$ cat src/rtl/reloc_guard.sv
module reloc_guard #(
  parameter int AW = 16
) (
  input  logic          clk,
  input  logic          rst_n,
  input  logic [AW:0]   mem_size,
  input  logic          sup_mode,
  input  logic          cfg_we,
  input  logic [AW-1:0] cfg_base,
  input  logic [AW:0]   cfg_limit,
  input  logic          acc_valid,
  input  logic [AW-1:0] acc_vaddr,
  output logic          acc_grant,
  output logic          acc_trap,
  output logic          trap_cause,
  output logic [AW-1:0] phys_addr,
  output logic          priv_fault
);

  logic [AW-1:0] base_q;
  logic [AW:0]   limit_q;

  wire [AW:0] sum       = {1'b0, base_q} + {1'b0, acc_vaddr};
  wire        over_phys = sum[AW] | (sum >= mem_size);
  wire        over_lim  = ({1'b0, acc_vaddr} >= limit_q);
  wire        bad       = over_phys | over_lim;
  wire        ok        = acc_valid & ~bad;

  always_ff @(posedge clk) begin
    if (!rst_n) begin
      base_q     <= '0;
      limit_q    <= mem_size;
      acc_grant  <= 1'b0;
      acc_trap   <= 1'b0;
      trap_cause <= 1'b0;
      phys_addr  <= '0;
      priv_fault <= 1'b0;
    end else begin
      acc_grant  <= ok;
      acc_trap   <= acc_valid & bad;
      trap_cause <= acc_valid & over_phys;
      phys_addr  <= ok ? sum[AW-1:0] : '0;
      priv_fault <= cfg_we & ~sup_mode;
      if (cfg_we && sup_mode) begin
        base_q  <= cfg_base;
        limit_q <= cfg_limit;
      end
    end
  end

  assert_exclusive_R5: assert property (@(posedge clk) disable iff (!rst_n)
    !(acc_grant && acc_trap));
  assert_one_outcome_R5: assert property (@(posedge clk) disable iff (!rst_n)
    acc_valid |=> (acc_grant ^ acc_trap));
  assert_idle_R5: assert property (@(posedge clk) disable iff (!rst_n)
    !acc_valid |=> (!acc_grant && !acc_trap));
  assert_cause_R3: assert property (@(posedge clk) disable iff (!rst_n)
    trap_cause |-> acc_trap);
  assert_in_range_R2: assert property (@(posedge clk) disable iff (!rst_n)
    acc_grant |-> ({1'b0, phys_addr} < mem_size));
  assert_user_ignored_R7: assert property (@(posedge clk) disable iff (!rst_n)
    (cfg_we && !sup_mode) |=> (priv_fault && $stable(base_q) && $stable(limit_q)));
  assert_no_fault_R7: assert property (@(posedge clk) disable iff (!rst_n)
    !(cfg_we && !sup_mode) |=> !priv_fault);
  assert_zero_addr_R8: assert property (@(posedge clk) disable iff (!rst_n)
    !acc_grant |-> (phys_addr == '0));

endmodule

$ cat config.mk
export PLATFORM = sky130hd
export DESIGN_NAME = reloc_guard
export DESIGN_NICKNAME = d
export VERILOG_FILES = /design/src/rtl/reloc_guard.sv
export SDC_FILE = /design/constraint.sdc
export NUM_CORES = 1
export LEC_CHECK = 0
export BUFFER_PORTS_ARGS = -buffer_cell sky130_fd_sc_hd__buf_2
export CAP_MARGIN = 20
export CORE_ASPECT_RATIO = 1.2
export CORE_UTILIZATION = 45
export DETAILED_ROUTE_END_ITERATION = 8
export GPL_ROUTABILITY_DRIVEN = 0
export HOLD_SLACK_MARGIN = 0.12
export MAX_ROUTING_LAYER = met4
export PLACE_DENSITY = 0.7
export SLEW_MARGIN = 30
export SYNTH_ARGS = -nofsm -noshare
export SYNTH_HDL_FRONTEND = slang
export SYNTH_SLANG_ARGS = --single-unit
$ cat constraint.sdc
create_clock -name clk -period 11.93 [get_ports clk]
set_clock_uncertainty 0.2 [all_clocks]
set_input_delay 1.7895 -clock clk [delete_from_list [all_inputs] [get_ports clk]]
set_output_delay 1.7895 -clock clk [all_outputs]
set_load 0.02 [all_outputs]
-- Yosys cells after proc, flatten, opt, wreduce, memory -nomap -nowiden
Index checks and enable logic that the tools add are counted.
- add/sub/neg operators: 1
- order comparisons: 2
- eq/ne operators: 1
- muxes and demuxes: 2
- bitwise logic cells: 8
- reduce and logical (&&, ||, !) cells: 2
- operators by type and width (operator ; count):
    17-bit 2-to-1 mux ; 2
    16-bit by 16-bit adder with 17-bit output ; 1
    16-bit by 17-bit >= comparator with 1-bit output ; 1
    17-bit >= comparator ; 1
    1-bit bitwise AND ; 4
    2-bit by 1-bit != test with 1-bit output, second input constant ; 1
    1-bit NOT ; 2
    1-bit OR ; 2
    2-bit AND reduction ; 1
    1-bit logical AND ; 1
- flip-flop bits (word level): 53
- bits of input ports: 71
- output and inout port bits: 20
- logic and storage cells: 23

-- Depth between registers and ports, before layout
Gate-level depths: netlist of the first run.
- word-level depth: 7
- gate-level depth with buffers: 15
- gate-level depth less buffers: 14

-- Worst setup path before layout of the first run
No wires, ideal clock.
- kind: input to register
- start: input port acc_vaddr[0]
- end: register phys_addr[15]
- setup time: 0.059 ns
- arrival: 4.937 ns
- data required time: 11.671 ns
- setup slack: 6.733 ns
- cell stages on the path: 15
- buffers on the path: 1
- cells stage by stage: ha_1 > fa_1 > nand3_1 > a211oi_2 > nor2_1 > a311oi_1 > xor2_1 > ha_1 > and3_1 > and3_1 > nor3b_1 > a221o_1 > nor4_4 > buf_6 > o311a_1
- longest elaborated chain between the ends: 7
- elaborated cells on any way between the ends: 8
- ends and longest elaborated chain (what ; RTL line ; text):
    start: declaration ; 12 ; input logic [AW-1:0] acc_vaddr,
    16-bit by 16-bit adder with 17-bit output ; 23 ; wire [AW:0] sum = {1'b0, base_q} + {1'b0, acc_vaddr};
    via sum[12] ; 23 ;
    17-bit >= comparator ; 24 ; wire over_phys = sum[AW] | (sum >= mem_size);
    1-bit OR ; 24 ;
    1-bit OR ; 26 ; wire bad = over_phys | over_lim;
    1-bit NOT ; 27 ; wire ok = acc_valid & ~bad;
    1-bit bitwise AND ; 27 ;
    2-bit AND reduction (no source line) ; -- ;
    end signal: assignment ; 42 ; phys_addr <= ok ? sum[AW-1:0] : '0;
    end: declaration ; 16 ; output logic [AW-1:0] phys_addr,
The timed path passes the listed nets, and every way through them passes these cells.
A chain may end at the register's enable or synchronous reset.

-- Final worst setup path of the first run
Ends and elaborated chain as after synthesis.

==> results_dict.tcl, run 1 <==
set metrics [dict create \
    yosysSeqAreaShare_pct 35.3 \
    yosysWarnings 0 \
    critPathMaxFanout 17 \
    place_ws_ns 5.93 \
    grt_max_degree 53 \
    area_growth_syn_to_layout_pct 17.7 \
    overflow 0 \
    io-pin-count 91 \
    synthFlopType "dfxtp_1" \
    dr.pass1.iters 4 \
    fp.dieH_um 98.5 \
    postCtsSetupBuffers 0 \
    num_rows 34 \
    hold_viol 0 \
    period_needed_ns 5.71 \
    clock_path_buffers 2 \
    cts_tree "yes" \
    diodes 0 \
    switchingPower_uw 143 \
    cts_resized 0 \
    grt_first_pass_wirelength_um 13300 \
    criticalPathCategory "primary input to flip-flop" \
    fillers 701 \
    post_dp_cell_area_um2 3990 \
    synth_edf_count 17 \
    grt_usage_pct 22.3 \
    netlist-cell-type-count 49 \
    grt_antenna_before_repair 0 \
    worstPathRequired_ns 11.99 \
    clock_latency_ns 0.31 \
    synth_top_cells_by_count "71 x nand2_1, 49 x ha_1, 38 x inv_1, 36 x dfxtp_1, 24 x o21ai_0" \
    critPathCaptureType "flip-flop" \
    start_kind "primary input" \
    p_per_area_nw_per_um2 112 \
    path_clk_slew_ns 0.11 \
    yosysTopAreaCellShare_pct 20.6 \
    syn-num-nets 517 \
    place.port_buffers 90 \
    p_leak_uw 0.00206 \
    p_int_uw 318 \
    synth_top_area_cell "dfxtp_1" \
    finalCritPeriodShare_pct 47.9 \
    dieArea_um2 8110 \
    fin_tns_setup_ns 0 \
    setup_viol 0 \
    root_buffer "clkbuf_8" \
    relSlewSlack_pct 44.9 \
    fmax_ghz 0.175 \
    die_w_um 82.4 \
    initial_core_util_pct 47.4 \
    antenna_left 0 \
    detailed_place_hpwl_um 6840 \
    grt_pass1_vias 2993 \
    drc 0 \
    hold_slack_ns 0.271 \
    pwr-share-clk_pct 27.8 \
    synth_cells 396 \
    max_slew.worst_pin.slew_ns 0.824 \
    initialDrtViolationCount 181 \
    finalWorstSetupSlack_ns 6.22 \
    syn-cell-area_um2 3490 \
    postCtsHoldBufs 0 \
    nNetsFinal 601 \
    yosysMostFrequentCell "nand2_1" \
    async_flop_share_pct 0 \
    cts_buffers 5 \
    slew_violations 0 \
    hold_path.class "flip-flop to flip-flop" \
    vdd_ir_drop_max_uv 61.2 \
    yosys-top-cells-area "dfxtp_1 21%, ha_1 18%, edfxtp_1 15%, nand2_1 7.6%, inv_1 4.1%" \
    worstPathArrival_ns 5.77 \
    htree_levels 2 \
    p_seq_share_pct 44.8 \
    clock_sinks 53 \
    drv_cap 0 \
    ys_seq_elements 53 \
    wl_um 8420 \
    rsz0062_at_grt "no" \
    switching_share_pct 31.0 \
    wire_per_inst_um 14.7 \
    p_comb_share_pct 27.3 \
    avgSynthCellArea_um2 8.82 \
    drive_gt1_share_pct 22.2 \
    design_area_um2 4110 \
    coreArea_um2 7360 \
    via_per_inst 5.38 \
    vias 3072 \
    status "finished, final reports clean" \
]
-- layout by cell type (no fill, tap or decap), types with 5 or more instances in the layout --
cell type,netlist,final
edfxtp_1,17,17
and2_1,16,16
nand4_1,5,5
xor2_1,7,7
clkbuf_8,0,5
inv_1,38,38
buf_2,2,90
o21ai_1,6,6
o21ai_0,24,24
xnor2_1,5,5
a21o_1,7,7
dfxtp_1,36,36
a21oi_1,20,20
a21boi_1,16,16
ha_1,49,49
nor2_1,14,14
nand2_1,71,71
o21a_1,5,5
-- path summary, 6_finish.rpt --
| path | start | end | slack, ns | depth (start not counted) |
|---|---|---|---|---|
| worst max-delay path | acc_vaddr[0] | phys_addr[15]$_SDFF_PN0_ | 6.22 | 15 |
| worst min-delay path | base_q[4]$_SDFFE_PN0P_ | base_q[4]$_SDFFE_PN0P_ | 0.27 | 2 |
| worst max register to register | base_q[0]$_SDFFE_PN0P_ | phys_addr[15]$_SDFF_PN0_ | 7.45 | 14 |
| worst min register to register | base_q[4]$_SDFFE_PN0P_ | base_q[4]$_SDFFE_PN0P_ | 0.27 | 2 |
-- critical path, cell delays in order --
cell	delay [ns]
buf_2	0.11
ha_1	0.22
fa_1	0.41
nand3_1	0.18
a211oi_2	0.11
nor2_1	0.30
a311oi_1	0.16
xor2_1	0.27
ha_1	0.29
a21o_1	0.19
a221oi_1	0.36
o21ai_0	0.13
a221o_1	0.33
nor4_4	0.65
o311a_1	0.28
-- per-layer routing --
layer  routed length, um  part of all wire (%)  global-route usage, %  vias to the layer above
li1                    -                     -                      -                     1546
met1                3460                    41                   24.6                     1405
met2                4290                    51                   39.5                      104
met3                 420                   5.0                   3.06                       17
met4                 247                   2.9                   8.50                        0
met5                   0                     0                      -                        -
-- flip-flops by register name, indices dropped and copies added, names as in the netlist --
register and flops:
acc_trap 1, priv_fault 1, trap_cause 1, limit_q 17, phys_addr 16, base_q 16, acc_grant 1
-- stage by stage --
step | std cells | total power (uW) | util, %
after CTS | 571 | 464 | 55.8
after floorplan | 396 | 295 | -
after detailed placement | 563 | 336 | 54.2
after global routing | 571 | 486 | 55.8
final | 571 | 461 | 55.8
after global placement | 563 | 332 | 54.2
-- layout make-up --
type	instances	area, um2	share of cell area, %
Multi-Input combinational cell	291	2050	49.8
Sequential cell	53	1230	30.0
Timing Repair Buffer	91	458	11.1
Inverter	38	143	3.47
Tap cell	90	113	2.74
Clock buffer	5	68.8	1.67
Clock inverter	3	48.8	1.19
-- cells by family (layout without fill, tap and decap cells) --
| logic type | Yosys count | after routing | share of synthesized area (%) |
|---|---|---|---|
| xor gates and xnor gates | 12 | 12 | 3.01 |
| DFF | 53 | 53 | 35.3 |
| adders and majority gates | 50 | 50 | 18.1 |
| AOI/OAI and AO/OA | 103 | 103 | 20.4 |
| buffers and inverters | 52 | 137 | 6.09 |
| muxes | 1 | 1 | 0.323 |
| and+or+nand+nor | 125 | 125 | 16.7 |
-- power by group through the flow --
stage                     Combinational [uW]  Sequential (uW)  Clock (uW)
after floorplan                         79.7              215           0
after global routing                     140              208         138
after global placement                   121              211           0
after CTS                                127              207         131
final                                    126              207         128
after detailed placement                 125              211           0
Note: power is estimated with default switching activity, not from simulation.
==> run 2, diff against run 1 <==
ABC_AREA = 1   (was not set)
PLACE_DENSITY = 0.72   (was 0.7)
clock period = 5.1 ns   (was 11.93 ns; I/O delays follow)
==> run 2 against run 1 <==
Critical path type unchanged. First-iteration DRC count is 1.7% higher. Cell count is 17% higher. The run now ends with design-rule violations left. Register-to-register slack worse by 6.2 ns. Largest power group unchanged.
==> results_dict.tcl, run 2 <==
set metrics [dict create \
    status "finished, violations left" \
    violations "design-rule violations" \
    diodes 0 \
    hold_viol 0 \
    p_int_uw 717 \
    start_kind "primary input" \
    grt_max_degree 34 \
    clock_latency_ns 0.31 \
    detailed_place_hpwl_um 7370 \
    cts_resized 0 \
    wl_met3_um 316 \
    area_growth_syn_to_layout_pct 16.6 \
    via_per_inst 5.04 \
    drive_gt1_share_pct 20.3 \
    largest_reg_flops 17 \
    worstPathRequired_ns 5.14 \
    p_comb_share_pct 35.4 \
    grt_first_pass_wirelength_um 14500 \
    power_uw 1110 \
    pwr-share-clk_pct 20.6 \
    p_seq_share_pct 44.0 \
    relSlewSlack_pct 49.0 \
    die_w_um 84.2 \
    rsz0062_at_grt "no" \
    wl_um 8750 \
    fin_tns_setup_ns 0 \
    worstPathArrival_ns 4.09 \
    largest_registers "limit_q: 17 flops, base_q: 16 flops, phys_addr: 16 flops" \
    met1_length_um 3760 \
    postCtsHoldBufs 0 \
    syn-cell-area_um2 3650 \
    clock_sinks 53 \
    setup_viol 0 \
    yosys-top-cells-area "dfxtp_1 20%, ha_1 17%, edfxtp_1 14%, nand2_1 11%, inv_1 7.9%" \
    critPathCaptureType "flip-flop" \
    period_needed_ns 4.05 \
    path_clk_slew_ns 0.09 \
    place.port_buffers 90 \
    synthFlopType "dfxtp_1" \
    postCtsSetupBuffers 0 \
    antenna_left 0 \
    cts_buffers 5 \
    htree_levels 2 \
    initial_core_util_pct 47.1 \
    drc 4 \
    fillers 753 \
    top_register "limit_q" \
    p_leak_uw 0.00238 \
    async_flop_share_pct 0 \
    netlist-cell-type-count 29 \
    finalNonFillerCells 667 \
    finalCritPeriodShare_pct 79.4 \
    yosysSeqAreaShare_pct 33.7 \
    hold_path.class "flip-flop to flip-flop" \
    num_rows 35 \
    synth_edf_count 17 \
    layout_commonest_cell "nand2_1" \
    critPathMaxFanout 17 \
    wl_met2_um 4420 \
    grt_pass1_vias 3219 \
    io-pin-count 91 \
    overflow 0 \
    fp.dieH_um 101 \
    slew_violations 0 \
    grt_usage_pct 22.4 \
    yosysMostFrequentCell "nand2_1" \
    switching_share_pct 35.6 \
    cts_tree "yes" \
    dp_cells 659 \
    syn-num-nets 606 \
    max_slew.worst_pin.slew_ns 0.764 \
    switchingPower_uw 396 \
    grt_antenna_before_repair 0 \
    vias 3364 \
    dr.pass1.iters 6 \
    nNetsFinal 695 \
    avgSynthCellArea_um2 7.53 \
    final_cell_mix "107 x nand2_1, 90 x buf_2, 77 x inv_1" \
    yosysTopAreaCellShare_pct 19.7 \
    yosysWarnings 0 \
    drv_cap 0 \
    clock_path_buffers 2 \
    coreArea_um2 7750 \
    criticalPathCategory "primary input to flip-flop" \
    synth_top_area_cell "dfxtp_1" \
    synth_top_cells_by_count "107 x nand2_1, 77 x inv_1, 63 x nor2_1, 49 x ha_1, 36 x dfxtp_1" \
    ys_seq_elements 53 \
    dieArea_um2 8480 \
    synth_cells 485 \
    root_buffer "clkbuf_8" \
    p_per_area_nw_per_um2 262 \
    top_layer "met4" \
    fmax_ghz 0.247 \
    vdd_ir_drop_max_uv 131 \
    wire_per_inst_um 13.1 \
    initialDrtViolationCount 184 \
]
==> run 2: cell types whose count changed after synthesis, sizes merged, moves of 4 or more <==
cell | before | now
nand3 | 3 | 14
o21ai | 30 | 36
nand2 | 71 | 109
inv | 38 | 77
and2 | 16 | 0
nand4 | 5 | 9
o21a | 5 | 0
and3 | 4 | 0
nor2 | 14 | 75
a21boi | 16 | 2
a211oi | 6 | 0
xnor2 | 5 | 1
a21oi | 21 | 27
==> run 2: cell type report <==
| class | instances | area, um2 | area share, % |
|---|---|---|---|
| multi-input cells | 346 | 2080 | 48.9 |
| clock buffers | 6 | 72.6 | 1.71 |
| inverters | 77 | 289 | 6.79 |
| well taps | 92 | 115 | 2.71 |
| repair buffers | 91 | 458 | 10.8 |
| clock inverters | 2 | 10.0 | 0.235 |
| flip-flops and latches | 53 | 1230 | 28.9 |
==> run 2: logic make-up (layout without fill, tap and decap cells) <==
kind of cell	count (synthesis)	in the layout	synth area share, %
buffers and inverters	86	176	9.29
adder cells (fa/ha/maj)	50	50	17.3
XOR/XNOR	11	11	2.64
AND/OR/NAND/NOR	210	210	25.6
flip-flops	53	53	33.7
AO/OA/AOI/OAI	74	74	11.0
multiplexers	1	1	0.309
==> run 2: path summary, 6_finish.rpt <==
check / startpoint / to / slack, ns / cells past startpoint
worst min register to register: base_q[9]$_SDFFE_PN0P_ / base_q[9]$_SDFFE_PN0P_ / 0.31 / 2
worst max register to register: base_q[0]$_SDFFE_PN0P_ / phys_addr[1]$_SDFF_PN0_ / 1.29 / 19
worst min-delay path: base_q[9]$_SDFFE_PN0P_ / base_q[9]$_SDFFE_PN0P_ / 0.31 / 2
worst max-delay path: acc_vaddr[0] / phys_addr[1]$_SDFF_PN0_ / 1.05 / 20
==> run 2: metrics by stage <==
step	hold WS, ns	area [um2]	util [%]	setup slack, ns
after floorplan	0.259	3650	-	1.33
after global placement	0.287	4170	53.8	0.925
after detailed placement	0.291	4170	53.8	0.716
after CTS	0.305	4260	54.9	1.04
after global routing	0.318	4260	54.9	0.786
final	0.305	4260	54.9	1.05
==> run 2: critical path, stage by stage <==
cell	delay, ns
buf_2	0.11
ha_1	0.22
fa_1	0.40
nand3_1	0.10
nand3_1	0.15
nand3_1	0.13
nand2_2	0.09
a21boi_0	0.20
xor2_1	0.30
inv_1	0.09
ha_1	0.33
nand2_1	0.07
nand2_1	0.05
nand2_1	0.07
nand2_1	0.05
a21oi_1	0.14
nand4_1	0.16
nor2_4	0.15
nand3_4	0.31
nor2_1	0.20
==> run 2: power groups by stage <==
stage	combinational, uW	sequential, uW	clock (uW)
finish	394	489	230
global placement	378	500	0
detailed placement	390	499	0
CTS	393	490	233
global route	445	493	251
floorplan	264	510	0
==> run 2: metal layers <==
metal	global-route usage, %	vias up
met4	9.81	0
li1	-	1742
met1	25.4	1518
met2	40.1	84
met3	2.62	20
met5	-	-
